[config.mk]
export PLATFORM = sky130hd
export DESIGN_NAME = vol_stepper
export DESIGN_NICKNAME = d
export VERILOG_FILES = /design/src/rtl/vol_pkg.sv /design/src/rtl/vol_tick_div.sv /design/src/rtl/vol_sync.sv /design/src/rtl/vol_hold_fsm.sv /design/src/rtl/vol_index_reg.sv /design/src/rtl/vol_stepper.sv
export SDC_FILE = /design/constraint.sdc
export NUM_CORES = 1
export LEC_CHECK = 0
export ABC_AREA = 1
export BUFFER_PORTS_ARGS = -buffer_cell sky130_fd_sc_hd__buf_2
export CORE_MARGIN = 8
export CORE_UTILIZATION = 50
export CTS_CLUSTER_SIZE = 25
export DETAILED_ROUTE_END_ITERATION = 10
export GPL_TIMING_DRIVEN = 0
export HOLD_SLACK_MARGIN = 0.12
export PLACE_DENSITY_LB_ADDON = 0.12
export RECOVER_POWER = 25
export SYNTH_ARGS = -nofsm -noshare
export SYNTH_HDL_FRONTEND = slang
export SYNTH_SLANG_ARGS = --single-unit
[constraint.sdc]
create_clock -name clk -period 2.5 [get_ports clk]
set_input_delay 0.5 -clock clk [delete_from_list [all_inputs] [get_ports clk]]
set_output_delay 0.5 -clock clk [all_outputs]
set_load 0.01 [all_outputs]
[src/rtl/vol_pkg.sv]
package vol_pkg;

    localparam int unsigned IDX_W        = 5;
    localparam int unsigned IDX_DEFAULT  = 26;
    localparam int unsigned HOLD_FIRST   = 1;
    localparam int unsigned HOLD_GAP     = 10;
    localparam int unsigned HOLD_REPEAT  = 4;
    localparam int unsigned TICK_LOG2    = 13;

    typedef enum logic [1:0] {
        PH_IDLE,
        PH_FIRST,
        PH_GAP,
        PH_REPEAT
    } hold_phase_e;

    typedef struct packed {
        logic sd_on;
        logic press_dn;
        logic press_up;
    } ctl_s;

    function automatic hold_phase_e phase_after(input hold_phase_e p);
        return (p == PH_FIRST) ? PH_GAP : PH_REPEAT;
    endfunction

    function automatic int unsigned phase_limit(input hold_phase_e p,
                                                input int unsigned first,
                                                input int unsigned gap,
                                                input int unsigned rep);
        case (p)
            PH_GAP:    return gap;
            PH_REPEAT: return rep;
            default:   return first;
        endcase
    endfunction

    function automatic int unsigned max3(input int unsigned a,
                                         input int unsigned b,
                                         input int unsigned c);
        int unsigned m;
        m = (a > b) ? a : b;
        return (m > c) ? m : c;
    endfunction

endpackage

[src/rtl/vol_tick_div.sv]
module vol_tick_div #(
    parameter int unsigned LOG2 = 13
) (
    input  logic clk,
    input  logic rst,
    output logic tick
);
    logic [LOG2-1:0] cnt_q;

    always_ff @(posedge clk) begin
        if (rst) cnt_q <= '0;
        else     cnt_q <= cnt_q + 1'b1;
    end

    assign tick = &cnt_q;
endmodule

[src/rtl/vol_sync.sv]
module vol_sync #(
    parameter int unsigned   W       = 3,
    parameter int unsigned   STAGES  = 2,
    parameter logic [W-1:0]  RST_VAL = '0
) (
    input  logic         clk,
    input  logic         rst,
    input  logic [W-1:0] din,
    output logic [W-1:0] dout
);
    logic [W-1:0] stage_q [STAGES];

    always_ff @(posedge clk) begin
        if (rst) begin
            for (int i = 0; i < int'(STAGES); i++) stage_q[i] <= RST_VAL;
        end else begin
            stage_q[0] <= din;
            for (int i = 1; i < int'(STAGES); i++) stage_q[i] <= stage_q[i-1];
        end
    end

    assign dout = stage_q[STAGES-1];
endmodule

[src/rtl/vol_hold_fsm.sv]
module vol_hold_fsm
    import vol_pkg::*;
#(
    parameter int unsigned FIRST  = HOLD_FIRST,
    parameter int unsigned GAP    = HOLD_GAP,
    parameter int unsigned REPEAT = HOLD_REPEAT
) (
    input  logic clk,
    input  logic rst,
    input  logic tick,
    input  ctl_s ctl,
    output logic step_up,
    output logic step_dn
);
    localparam int unsigned CNT_W = $clog2(max3(FIRST, GAP, REPEAT) + 1);

    hold_phase_e      phase_q, eff_phase;
    logic [CNT_W-1:0] cnt_q, base, nxt;
    logic             held_up_q;
    logic             new_press, hit, valid_press;

    assign valid_press = ctl.sd_on && (ctl.press_up != ctl.press_dn);

    always_comb begin
        new_press = (phase_q == PH_IDLE) || (held_up_q != ctl.press_up);
        eff_phase = new_press ? PH_FIRST : phase_q;
        base      = new_press ? '0 : cnt_q;
        nxt       = base + 1'b1;
        hit       = (nxt == CNT_W'(phase_limit(eff_phase, FIRST, GAP, REPEAT)));
    end

    always_ff @(posedge clk) begin
        if (rst) begin
            phase_q   <= PH_IDLE;
            cnt_q     <= '0;
            held_up_q <= 1'b0;
            step_up   <= 1'b0;
            step_dn   <= 1'b0;
        end else begin
            step_up <= 1'b0;
            step_dn <= 1'b0;
            if (tick) begin
                if (!valid_press) begin
                    phase_q <= PH_IDLE;
                    cnt_q   <= '0;
                end else begin
                    held_up_q <= ctl.press_up;
                    if (hit) begin
                        step_up <= ctl.press_up;
                        step_dn <= ctl.press_dn;
                        phase_q <= phase_after(eff_phase);
                        cnt_q   <= '0;
                    end else begin
                        phase_q <= eff_phase;
                        cnt_q   <= nxt;
                    end
                end
            end
        end
    end
endmodule

[src/rtl/vol_index_reg.sv]
module vol_index_reg #(
    parameter int unsigned W       = 5,
    parameter int unsigned DEFAULT = 26
) (
    input  logic         clk,
    input  logic         rst,
    input  logic         step_up,
    input  logic         step_dn,
    output logic [W-1:0] idx
);
    localparam logic [W-1:0] TOP = {W{1'b1}};

    always_ff @(posedge clk) begin
        if (rst)                           idx <= W'(DEFAULT);
        else if (step_up && idx != TOP)    idx <= idx + 1'b1;
        else if (step_dn && idx != '0)     idx <= idx - 1'b1;
    end
endmodule

[src/rtl/vol_stepper.sv]
module vol_stepper
    import vol_pkg::*;
#(
    parameter int unsigned TICK_BITS = TICK_LOG2,
    parameter int unsigned W         = IDX_W,
    parameter int unsigned DEF_IDX   = IDX_DEFAULT,
    parameter int unsigned T_FIRST   = HOLD_FIRST,
    parameter int unsigned T_GAP     = HOLD_GAP,
    parameter int unsigned T_REPEAT  = HOLD_REPEAT
) (
    input  logic         clk,
    input  logic         rst,
    input  logic         up_n,
    input  logic         down_n,
    input  logic         sd_n,
    output logic [W-1:0] gain_idx,
    output logic         amp_active
);
    logic       tick;
    logic [2:0] pins_s;
    ctl_s       ctl;
    logic       step_up, step_dn;

    vol_tick_div #(.LOG2(TICK_BITS)) u_div (
        .clk  (clk),
        .rst  (rst),
        .tick (tick)
    );

    vol_sync #(.W(3), .STAGES(2), .RST_VAL(3'b011)) u_sync (
        .clk  (clk),
        .rst  (rst),
        .din  ({sd_n, down_n, up_n}),
        .dout (pins_s)
    );

    assign ctl.sd_on    = pins_s[2];
    assign ctl.press_dn = ~pins_s[1];
    assign ctl.press_up = ~pins_s[0];

    vol_hold_fsm #(.FIRST(T_FIRST), .GAP(T_GAP), .REPEAT(T_REPEAT)) u_fsm (
        .clk     (clk),
        .rst     (rst),
        .tick    (tick),
        .ctl     (ctl),
        .step_up (step_up),
        .step_dn (step_dn)
    );

    vol_index_reg #(.W(W), .DEFAULT(DEF_IDX)) u_idx (
        .clk     (clk),
        .rst     (rst),
        .step_up (step_up),
        .step_dn (step_dn),
        .idx     (gain_idx)
    );

    assign amp_active = ctl.sd_on;
endmodule

### Yosys cells after proc, flatten, opt, wreduce, memory -nomap -nowiden

Memory sizes are Yosys's and may differ from the RTL's.
Cells that the tools add are included.
W data, S select, Z words.

* bits in writable memories: 6
* logic and storage cells: 51
* memories: 1
* bits of input ports: 5
* register bits: 27
* output and inout bits: 6

Memory list
* u_sync.stage_q: words 2, width 3, rd ports 2, clocked after memory_dff 0, write ports 2, line vol_sync.sv:11 `logic [W-1:0] stage_q [STAGES];`

* reduce and logical (&&, ||, !) cells: 10
* mux-type cells: 15
* eq/ne operators: 7
* add/sub/neg operators: 4
* bitwise gates (word level): 7

Operator list (count)
* $reduce_and A14 Y1: 1
* $add A13 B1 Y13 const B: 1
* $reduce_and A13 Y1: 1
* $mux W4: 3
* $mux W5: 2
* $pmux W4 S2: 1
* $mux W2: 3
* $mux W3: 2
* $add A5 B1 Y5 const B: 1
* $ne A5 B5 Y1 const B: 1
* $not A1 Y1: 5
* $reduce_bool A5 Y1: 1
* $sub A5 B1 Y5 const B: 1
* $add A4 B1 Y4 const B: 1
* $eq A2 B2 Y1 const B: 2
* $eq A4 B4 Y1: 1
* $mux W1: 4
* $reduce_or A4 Y1: 1
* $logic_and A1 B1 Y1: 3
* $eq A2 B1 Y1 const B: 1
* $logic_not A2 Y1: 1
* $ne A1 B1 Y1: 2
* $or A1 B1 Y1: 2
* $reduce_bool A2 Y1: 1
* $logic_or A1 B1 Y1: 1

### Depth between registers and ports, before layout

Gate-level depths: netlist of the first run.
An unclocked memory read counts as a cell.

* depth in word-level cells: 10
* mapped depth: 15

### By module

A second synthesis of the first run with hierarchy kept.

* cell total of the unflattened synthesis: 259
* area, all modules: 1841.8 um2

By module, submodules not included
* vol_tick_div: instances 1, seq. area each 260.2 um2, area an instance 636.9 um2, cells each 87
* vol_hold_fsm: instances 1, seq. area each 180.2 um2, area an instance 604.3 um2, cells each 90
* vol_index_reg: instances 1, seq. area each 100.1 um2, area an instance 401.6 um2, cells each 58
* vol_sync: instances 1, seq. area each 120.1 um2, area an instance 191.4 um2, cells each 22
* vol_stepper: instances 1, seq. area each 0.0 um2, area an instance 7.5 um2, cells each 2

### Worst setup path after synthesis of the first run

No wires, ideal clock.

* path type: register -> register
* start: register u_idx.idx[0]
* end: register u_idx.idx[4]
* period minus slack after synthesis: 1982 ps
* path buffers: 0
* cell stages (with the launch flop): 11
* path slack: 518 ps
* data required time: 2378 ps
* library setup time: 122 ps
* arrival time: 1859 ps
* path through: dfxtp_1 nand2_1 o21ai_1 ha_1 a21o_1 a21oi_1 nor2_1 nor2_1 nand2_1 a21oi_1 o21ai_1

* cells in the longest elaborated chain, start to end: 3

Ends and longest elaborated chain
* from (decl): line vol_index_reg.sv:9 `output logic [W-1:0] idx`
* from (signal assigned): line vol_index_reg.sv:14 `if (rst) idx <= W'(DEFAULT);`
* from (signal assigned): line vol_index_reg.sv:15 `else if (step_up && idx != TOP) idx <= idx + 1'b1;`
* from (signal assigned): line vol_index_reg.sv:16 `else if (step_dn && idx != '0) idx <= idx - 1'b1;`
* $sub A5 B1 Y5, or another cell as far along: line vol_index_reg.sv:16
* $mux W5, or another cell as far along: line vol_index_reg.sv:16
* $mux W5 / $reduce_bool A2 Y1 (equally long branches)

Several ways; a longest one is shown, not always the timed one. The select of a mux whose other input is x is not followed.
A chain may end at the register's enable or synchronous reset.

### Worst setup path in the final report of the first run

Ends and elaborated chain as after synthesis.

==> results of run 1 <==
-- how the worst min path moves through the flow --
stage                              start                    to
global placement    u_sync.stage_q[0][0]  u_sync.stage_q[0][3]
detailed placement  u_sync.stage_q[0][2]  u_sync.stage_q[0][5]
global route                      down_n  u_sync.stage_q[0][1]
finish                            down_n  u_sync.stage_q[0][1]
floorplan           u_sync.stage_q[0][2]  u_sync.stage_q[0][5]
CTS                                 up_n  u_sync.stage_q[0][0]
-- through the flow --
step | std cells | setup WS (ns) | instance area, um^2 | util
5_1_grt | 257 | 0.168 | 1700 | 0.566
6_report | 257 | 0.361 | 1700 | 0.566
2_1_floorplan | 208 | 0.518 | 1560 | -
3_3_place_gp | 250 | 0.416 | 1640 | 0.548
3_5_place_dp | 250 | 0.358 | 1640 | 0.548
4_1_cts | 257 | 0.351 | 1700 | 0.566
-- layout by cell type (no fill, tap or decap), types with 2 or more instances in the layout --
master    Yosys  routed
nor2_4        2       2
nor2_1       29      29
a21oi_1      11      11
o21ai_1       6       6
xnor2_1       3       3
o21ai_0       6       6
dfxtp_1      33      33
or2_2         4       4
inv_1        16      16
nor2_2        5       5
clkbuf_4      0       5
nand4_1       3       3
nand2_2       5       5
buf_2         0       9
inv_2         6       6
a21o_1        2       2
xor2_1        3       3
clkbuf_1      1       3
nand2_1      42      42
nand3_1      17      17
ha_1          5       5
-- registers in the layout, indices dropped and copies added, names as in the netlist --
| signal | flops |
|---|---|
| u_idx.idx | 5 |
| u_div.cnt_q | 13 |
| u_fsm.phase_q | 2 |
| u_fsm.step_dn | 1 |
| u_fsm.held_up_q | 1 |
| u_fsm.cnt_q | 4 |
| u_sync.stage_q | 6 |
| u_fsm.step_up | 1 |
-- kinds of logic after synthesis --
group,share of synthesized area
adder cells (fa/ha/maj),0.0530
XOR/XNOR,0.0337
buffers and inverters,0.0578
AND/OR/NAND/NOR,0.334
AO/OA/AOI/OAI,0.0972
flip-flops,0.424
-- routing by layer --
metal / vias up / wire, um
met5: - / 0
met4: 0 / 44
met3: 4 / 114
met2: 16 / 1300
met1: 572 / 1310
li1: 702 / -
-- cell type report --
class                      instances  share of cell area
multi-input combinational        151               0.475
sequential                        33               0.389
inverter                          22              0.0486
clock buffer                       7              0.0324
timing repair buffer               9              0.0265
tap                               33              0.0243
buffer                             2             0.00442
-- report_power, final --
group          total [W]  internal (W)  switching (W)
Clock           0.000293      0.000133       0.000160
Sequential      0.000539      0.000534     0.00000508
Combinational  0.0000282     0.0000105      0.0000177
Total           0.000860      0.000677       0.000183
==> flow_summary.json, run 1 <==
{
  "hpwlAfterDp_um": 2080,
  "cp-endpoint": "u_idx.idx[4]",
  "ios": 11,
  "fill_cells": 286,
  "syn_inst": 208,
  "cts_hold_buf": 0,
  "critPathBufInv": 0,
  "grt_util_met1": 0.135,
  "nets": 235,
  "syn-num-nets": 219,
  "grt_max_degree": 11,
  "busiest_layer": "met2",
  "clkSinkCount": 33,
  "numCtsBuffers": 5,
  "drive_gt1_frac": 0.174,
  "start_util": 0.519,
  "dieWidth_um": 71.8,
  "max_clock_freq_mhz": 468,
  "cap_violations": 0,
  "finalSetupViolCount": 0,
  "final.setup.tns_ns": 0,
  "grt_use_total": 0.123,
  "avgRoutedWirePerCell_um": 10.8,
  "power_w": 0.000860,
  "cp-startpoint": "u_idx.idx[0]",
  "netlist.area_leader.share": 0.424,
  "end_kind": "flop",
  "cts_root_buf": "clkbuf_4",
  "rrSetupSlack_ns": 0.36,
  "ctsResizeCount": 0,
  "reg2reg_from": "u_idx.idx[0]",
  "cts_tree": "yes",
  "slowest_stage": "dfxtp_1",
  "first_iter_violations": 73,
  "worstSetupPathType": "flop to flop",
  "powerDensity_nw_per_um2": 506,
  "die_h_um": 71.8,
  "yosysTopAreaCell": "dfxtp_1",
  "status": "complete, no violations",
  "seq_area_frac_synth": 0.424,
  "io_buffers": 9,
  "clkSlewWorstSetupHoldPaths_ns": 0.09,
  "clk_path_buf_depth": 2,
  "vias": 1294,
  "use_met2": 0.204,
  "fin_crit_sh": 0.856,
  "clock_latency_ns": 0.32,
  "yosysMostFrequentCell": "nand2_1",
  "fin_crit_ns": 2.14,
  "whs_ns": 0.369,
  "rsz0062_at_grt": "false",
  "synthTopCellsByCount": "nand2_1 (42), dfxtp_1 (33), nor2_1 (29)",
  "routed_wl_um": 2770,
  "p_leak_nw": 0.737,
  "cp-start-kind": "flop",
  "netlist_area_um2": 1560,
  "drv_slew": 0,
  "via_per_inst": 5.04,
  "synth_seq_cells": 33,
  "ir_drop_uv": 347,
  "antenna_found_initial": 0,
  "hold_viol": 0,
  "ys_async_sr_fraction": 0,
  "worstHoldPathType": "input pin to flop",
  "finClkSkew_ns": 0.00667,
  "slowest_delay_ns": 0.47,
  "ant_nets": 0,
  "tightest_slew_ns": 0.508,
  "min_path_cells": 2,
  "grt_overflow": 0,
  "worst-path-max-fanout": 7,
  "crit_family": "compound AO/OA/AOI/OAI gates",
  "first_global_vias": 1224,
  "die_area_um2": 5160,
  "arrival_ns": 2.36,
  "cp.depth": 10,
  "relSlewSlack": 0.661,
  "place_congestion": 0.817,
  "critPathRequiredTime_ns": 2.72,
  "rr_endpoint": "u_idx.idx[4]",
  "diodes": 0,
  "r2r_cells": 10,
  "avgSynthCellArea_um2": 7.49,
  "cts_setup_buffers": 0,
  "synth-edff-count": 0,
  "cts_htree_levels": 2,
  "grt_util_met3": 0.0474,
  "area_growth_pct": 9.08,
  "rows": 20,
  "crit_chain": "nand2_1 > o21ai_1 > ha_1 > a21o_1 > a21oi_1 > nor2_1 > nor2_1 > nand2_1 > a21oi_1 > o21ai_1",
  "synthDistinctLibCells": 28,
  "drtPass1Iterations": 4,
  "ys_warn_count": 0,
  "grt_pass1_wl_um": 5050,
  "coreArea_um2": 3000,
  "regArea_um2": 661,
  "multi_input_area_um2": 807,
  "drc": 0,
  "synth_area_leaders": "dfxtp_1 (42%), nand2_1 (10%), nor2_1 (7.0%)",
  "synthFlopType": "dfxtp_1"
}
No activity file was read; power rests on OpenSTA's default activity.
==> inputs of run 2 (changes only) <==
- SETUP_SLACK_MARGIN: unset -> 0.4
==> run 2 against run 1 <==
  * First-iteration DRC count is 11% lower
  * Final cell count stayed put
  * Cell area is 1.2% higher
  * Core utilization is 0.67 points higher
  * Routed wire length is 0.14% higher
  * Critical path type unchanged
  * Largest cell class unchanged
  * Sequential power hardly changed
  * Largest power group unchanged
  * Via count hardly changed
  * Clock skew hardly changed
  * Sequential share of layout area is 0.089 points lower
  * Critical endpoint unchanged
==> flow_summary.json, run 2 (synthesis results as in run 1) <==
{
  "relSlewSlack": 0.661,
  "cts_root_buf": "clkbuf_4",
  "cts_tree": "yes",
  "antenna_found_initial": 0,
  "hold_viol": 0,
  "p_sw_frac": 0.214,
  "final_common_cell": "nand2_1",
  "worstHoldPathType": "input pin to flop",
  "drive_gt1_frac": 0.205,
  "clkSinkCount": 33,
  "grt_use_total": 0.123,
  "first_iter_violations": 65,
  "cts_htree_levels": 2,
  "place_congestion": 0.817,
  "p_seq_frac": 0.626,
  "hpwlAfterDp_um": 2080,
  "rows": 20,
  "finalSetupViolCount": 0,
  "drtPass1Iterations": 4,
  "arrival_ns": 2.12,
  "avgRoutedWirePerCell_um": 10.8,
  "io_buffers": 9,
  "clock_latency_ns": 0.32,
  "wl_met3_um": 117,
  "numCtsBuffers": 5,
  "drv_slew": 0,
  "rrSetupSlack_ns": 0.60,
  "cts_hold_buf": 0,
  "met2WireLength_um": 1310,
  "drc": 0,
  "finClkSkew_ns": 0.00694,
  "start_util": 0.519,
  "worstSetupPathType": "flop to flop",
  "coreArea_um2": 3000,
  "layout_common_cells": "nand2_1 (42), nor2_1 (28), dfxtp_1 (28)",
  "via_per_inst": 5.04,
  "clkPwrFrac": 0.341,
  "crit_chain": "nand3_1 > o21ai_4 > ha_1 > a21o_1 > a21oi_1 > nor2_1 > nor2_1 > nand2_1 > a21oi_1 > o21ai_1",
  "whs_ns": 0.368,
  "status": "complete, no violations",
  "cp-startpoint": "u_idx.idx[3]",
  "hp-start": "down_n",
  "top_layer": "met4",
  "wl_met1_um": 1300,
  "cts_setup_buffers": 0,
  "cap_violations": 0,
  "critPathRequiredTime_ns": 2.72,
  "slowest_stage": "dfxtp_1",
  "top_regs": "u_div.cnt_q x13, u_sync.stage_q x6, u_idx.idx x5",
  "die_area_um2": 5160,
  "end_kind": "flop",
  "grt_max_degree": 11,
  "p_comb_frac": 0.033,
  "tightest_slew_ns": 0.508,
  "power_switching_w": 0.000184,
  "worst-path-max-fanout": 6,
  "grt_pass1_wl_um": 5050,
  "max_flop_register": "u_div.cnt_q",
  "fin_crit_sh": 0.758,
  "grt_overflow": 0,
  "die_h_um": 71.8,
  "p_int_w": 0.000677,
  "clkSlewWorstSetupHoldPaths_ns": 0.09,
  "p_leak_nw": 0.741,
  "ir_drop_uv": 347,
  "clk_path_buf_depth": 2,
  "vias": 1295,
  "dieWidth_um": 71.8,
  "routed_wl_um": 2770,
  "powerDensity_nw_per_um2": 501,
  "fin_crit_ns": 1.90,
  "cp-start-kind": "flop",
  "final.setup.tns_ns": 0,
  "nets": 235,
  "diodes": 0,
  "largest_register_ff_count": 13,
  "rsz0062_at_grt": "true",
  "ant_nets": 0,
  "slowest_delay_ns": 0.40,
  "reg2reg_from": "u_idx.idx[3]",
  "area_growth_pct": 10.4,
  "first_global_vias": 1224,
  "max_clock_freq_mhz": 527,
  "ios": 11
}
run 2: cell count changes in the layout (fill, tap and decap cells not counted):
cell,before,now
dfxtp_2,0,5
o21ai_1,6,5
dfxtp_1,33,28
nor2_1,29,28
nor2_2,5,6
o21ai_4,0,1
run 2: cell type report:
type / instances / area, um^2
multi-input cells: 151 / 821
well taps: 33 / 41.3
repair buffers: 9 / 45.0
fillers: 284 / 1280
flip-flops and latches: 33 / 667
plain buffers: 2 / 7.51
clock buffers: 7 / 55.1
inverters: 22 / 82.6
run 2: timing repair:
action                     4_1_cts  5_1_grt
setup endpoints to repair        1        6
gates resized for setup          1        7
gates cloned                     0        0
run 2: path summary, 6_finish.rpt:
kind / endpoint / depth (start not counted)
worst max-delay path: u_idx.idx[4] / 10
worst max register to register: u_idx.idx[4] / 10
worst min register to register: u_sync.stage_q[0][5] / 2
worst min-delay path: u_sync.stage_q[0][1] / 2
run 2: per-layer routing:
layer,up-vias,GRT usage
li1,700,-
met1,574,0.135
met2,17,0.204
met3,4,0.0474
met4,0,0.0544
met5,-,0
run 2: stage by stage:
step	power [W]	util	std cells	worst slack (ns)	area (um^2)
final	0.000861	0.573	257	0.604	1720
after floorplan	0.000570	-	208	0.518	1560
after global routing	0.000903	0.573	257	0.399	1720
after global placement	0.000578	0.548	250	0.416	1640
after CTS	0.000873	0.567	257	0.468	1700
after detailed placement	0.000580	0.548	250	0.358	1640
run 2: critical path, delay by kind of cell (launching register included):
kind,cells,cell delay (ns)
AO/OA/AOI/OAI,5,0.73
adder cells (fa/ha/maj),1,0.32
flip-flops,1,0.40
AND/OR/NAND/NOR,4,0.35
run 2: power by group through the flow:
stage / clock network [W] / logic, W / registers (W)
6_report: 0.000294 / 0.0000282 / 0.000539
5_1_grt: 0.000330 / 0.0000321 / 0.000540
4_1_cts: 0.000306 / 0.0000287 / 0.000539
3_5_place_dp: 0 / 0.0000286 / 0.000551
3_3_place_gp: 0 / 0.0000275 / 0.000551
2_1_floorplan: 0 / 0.0000201 / 0.000550
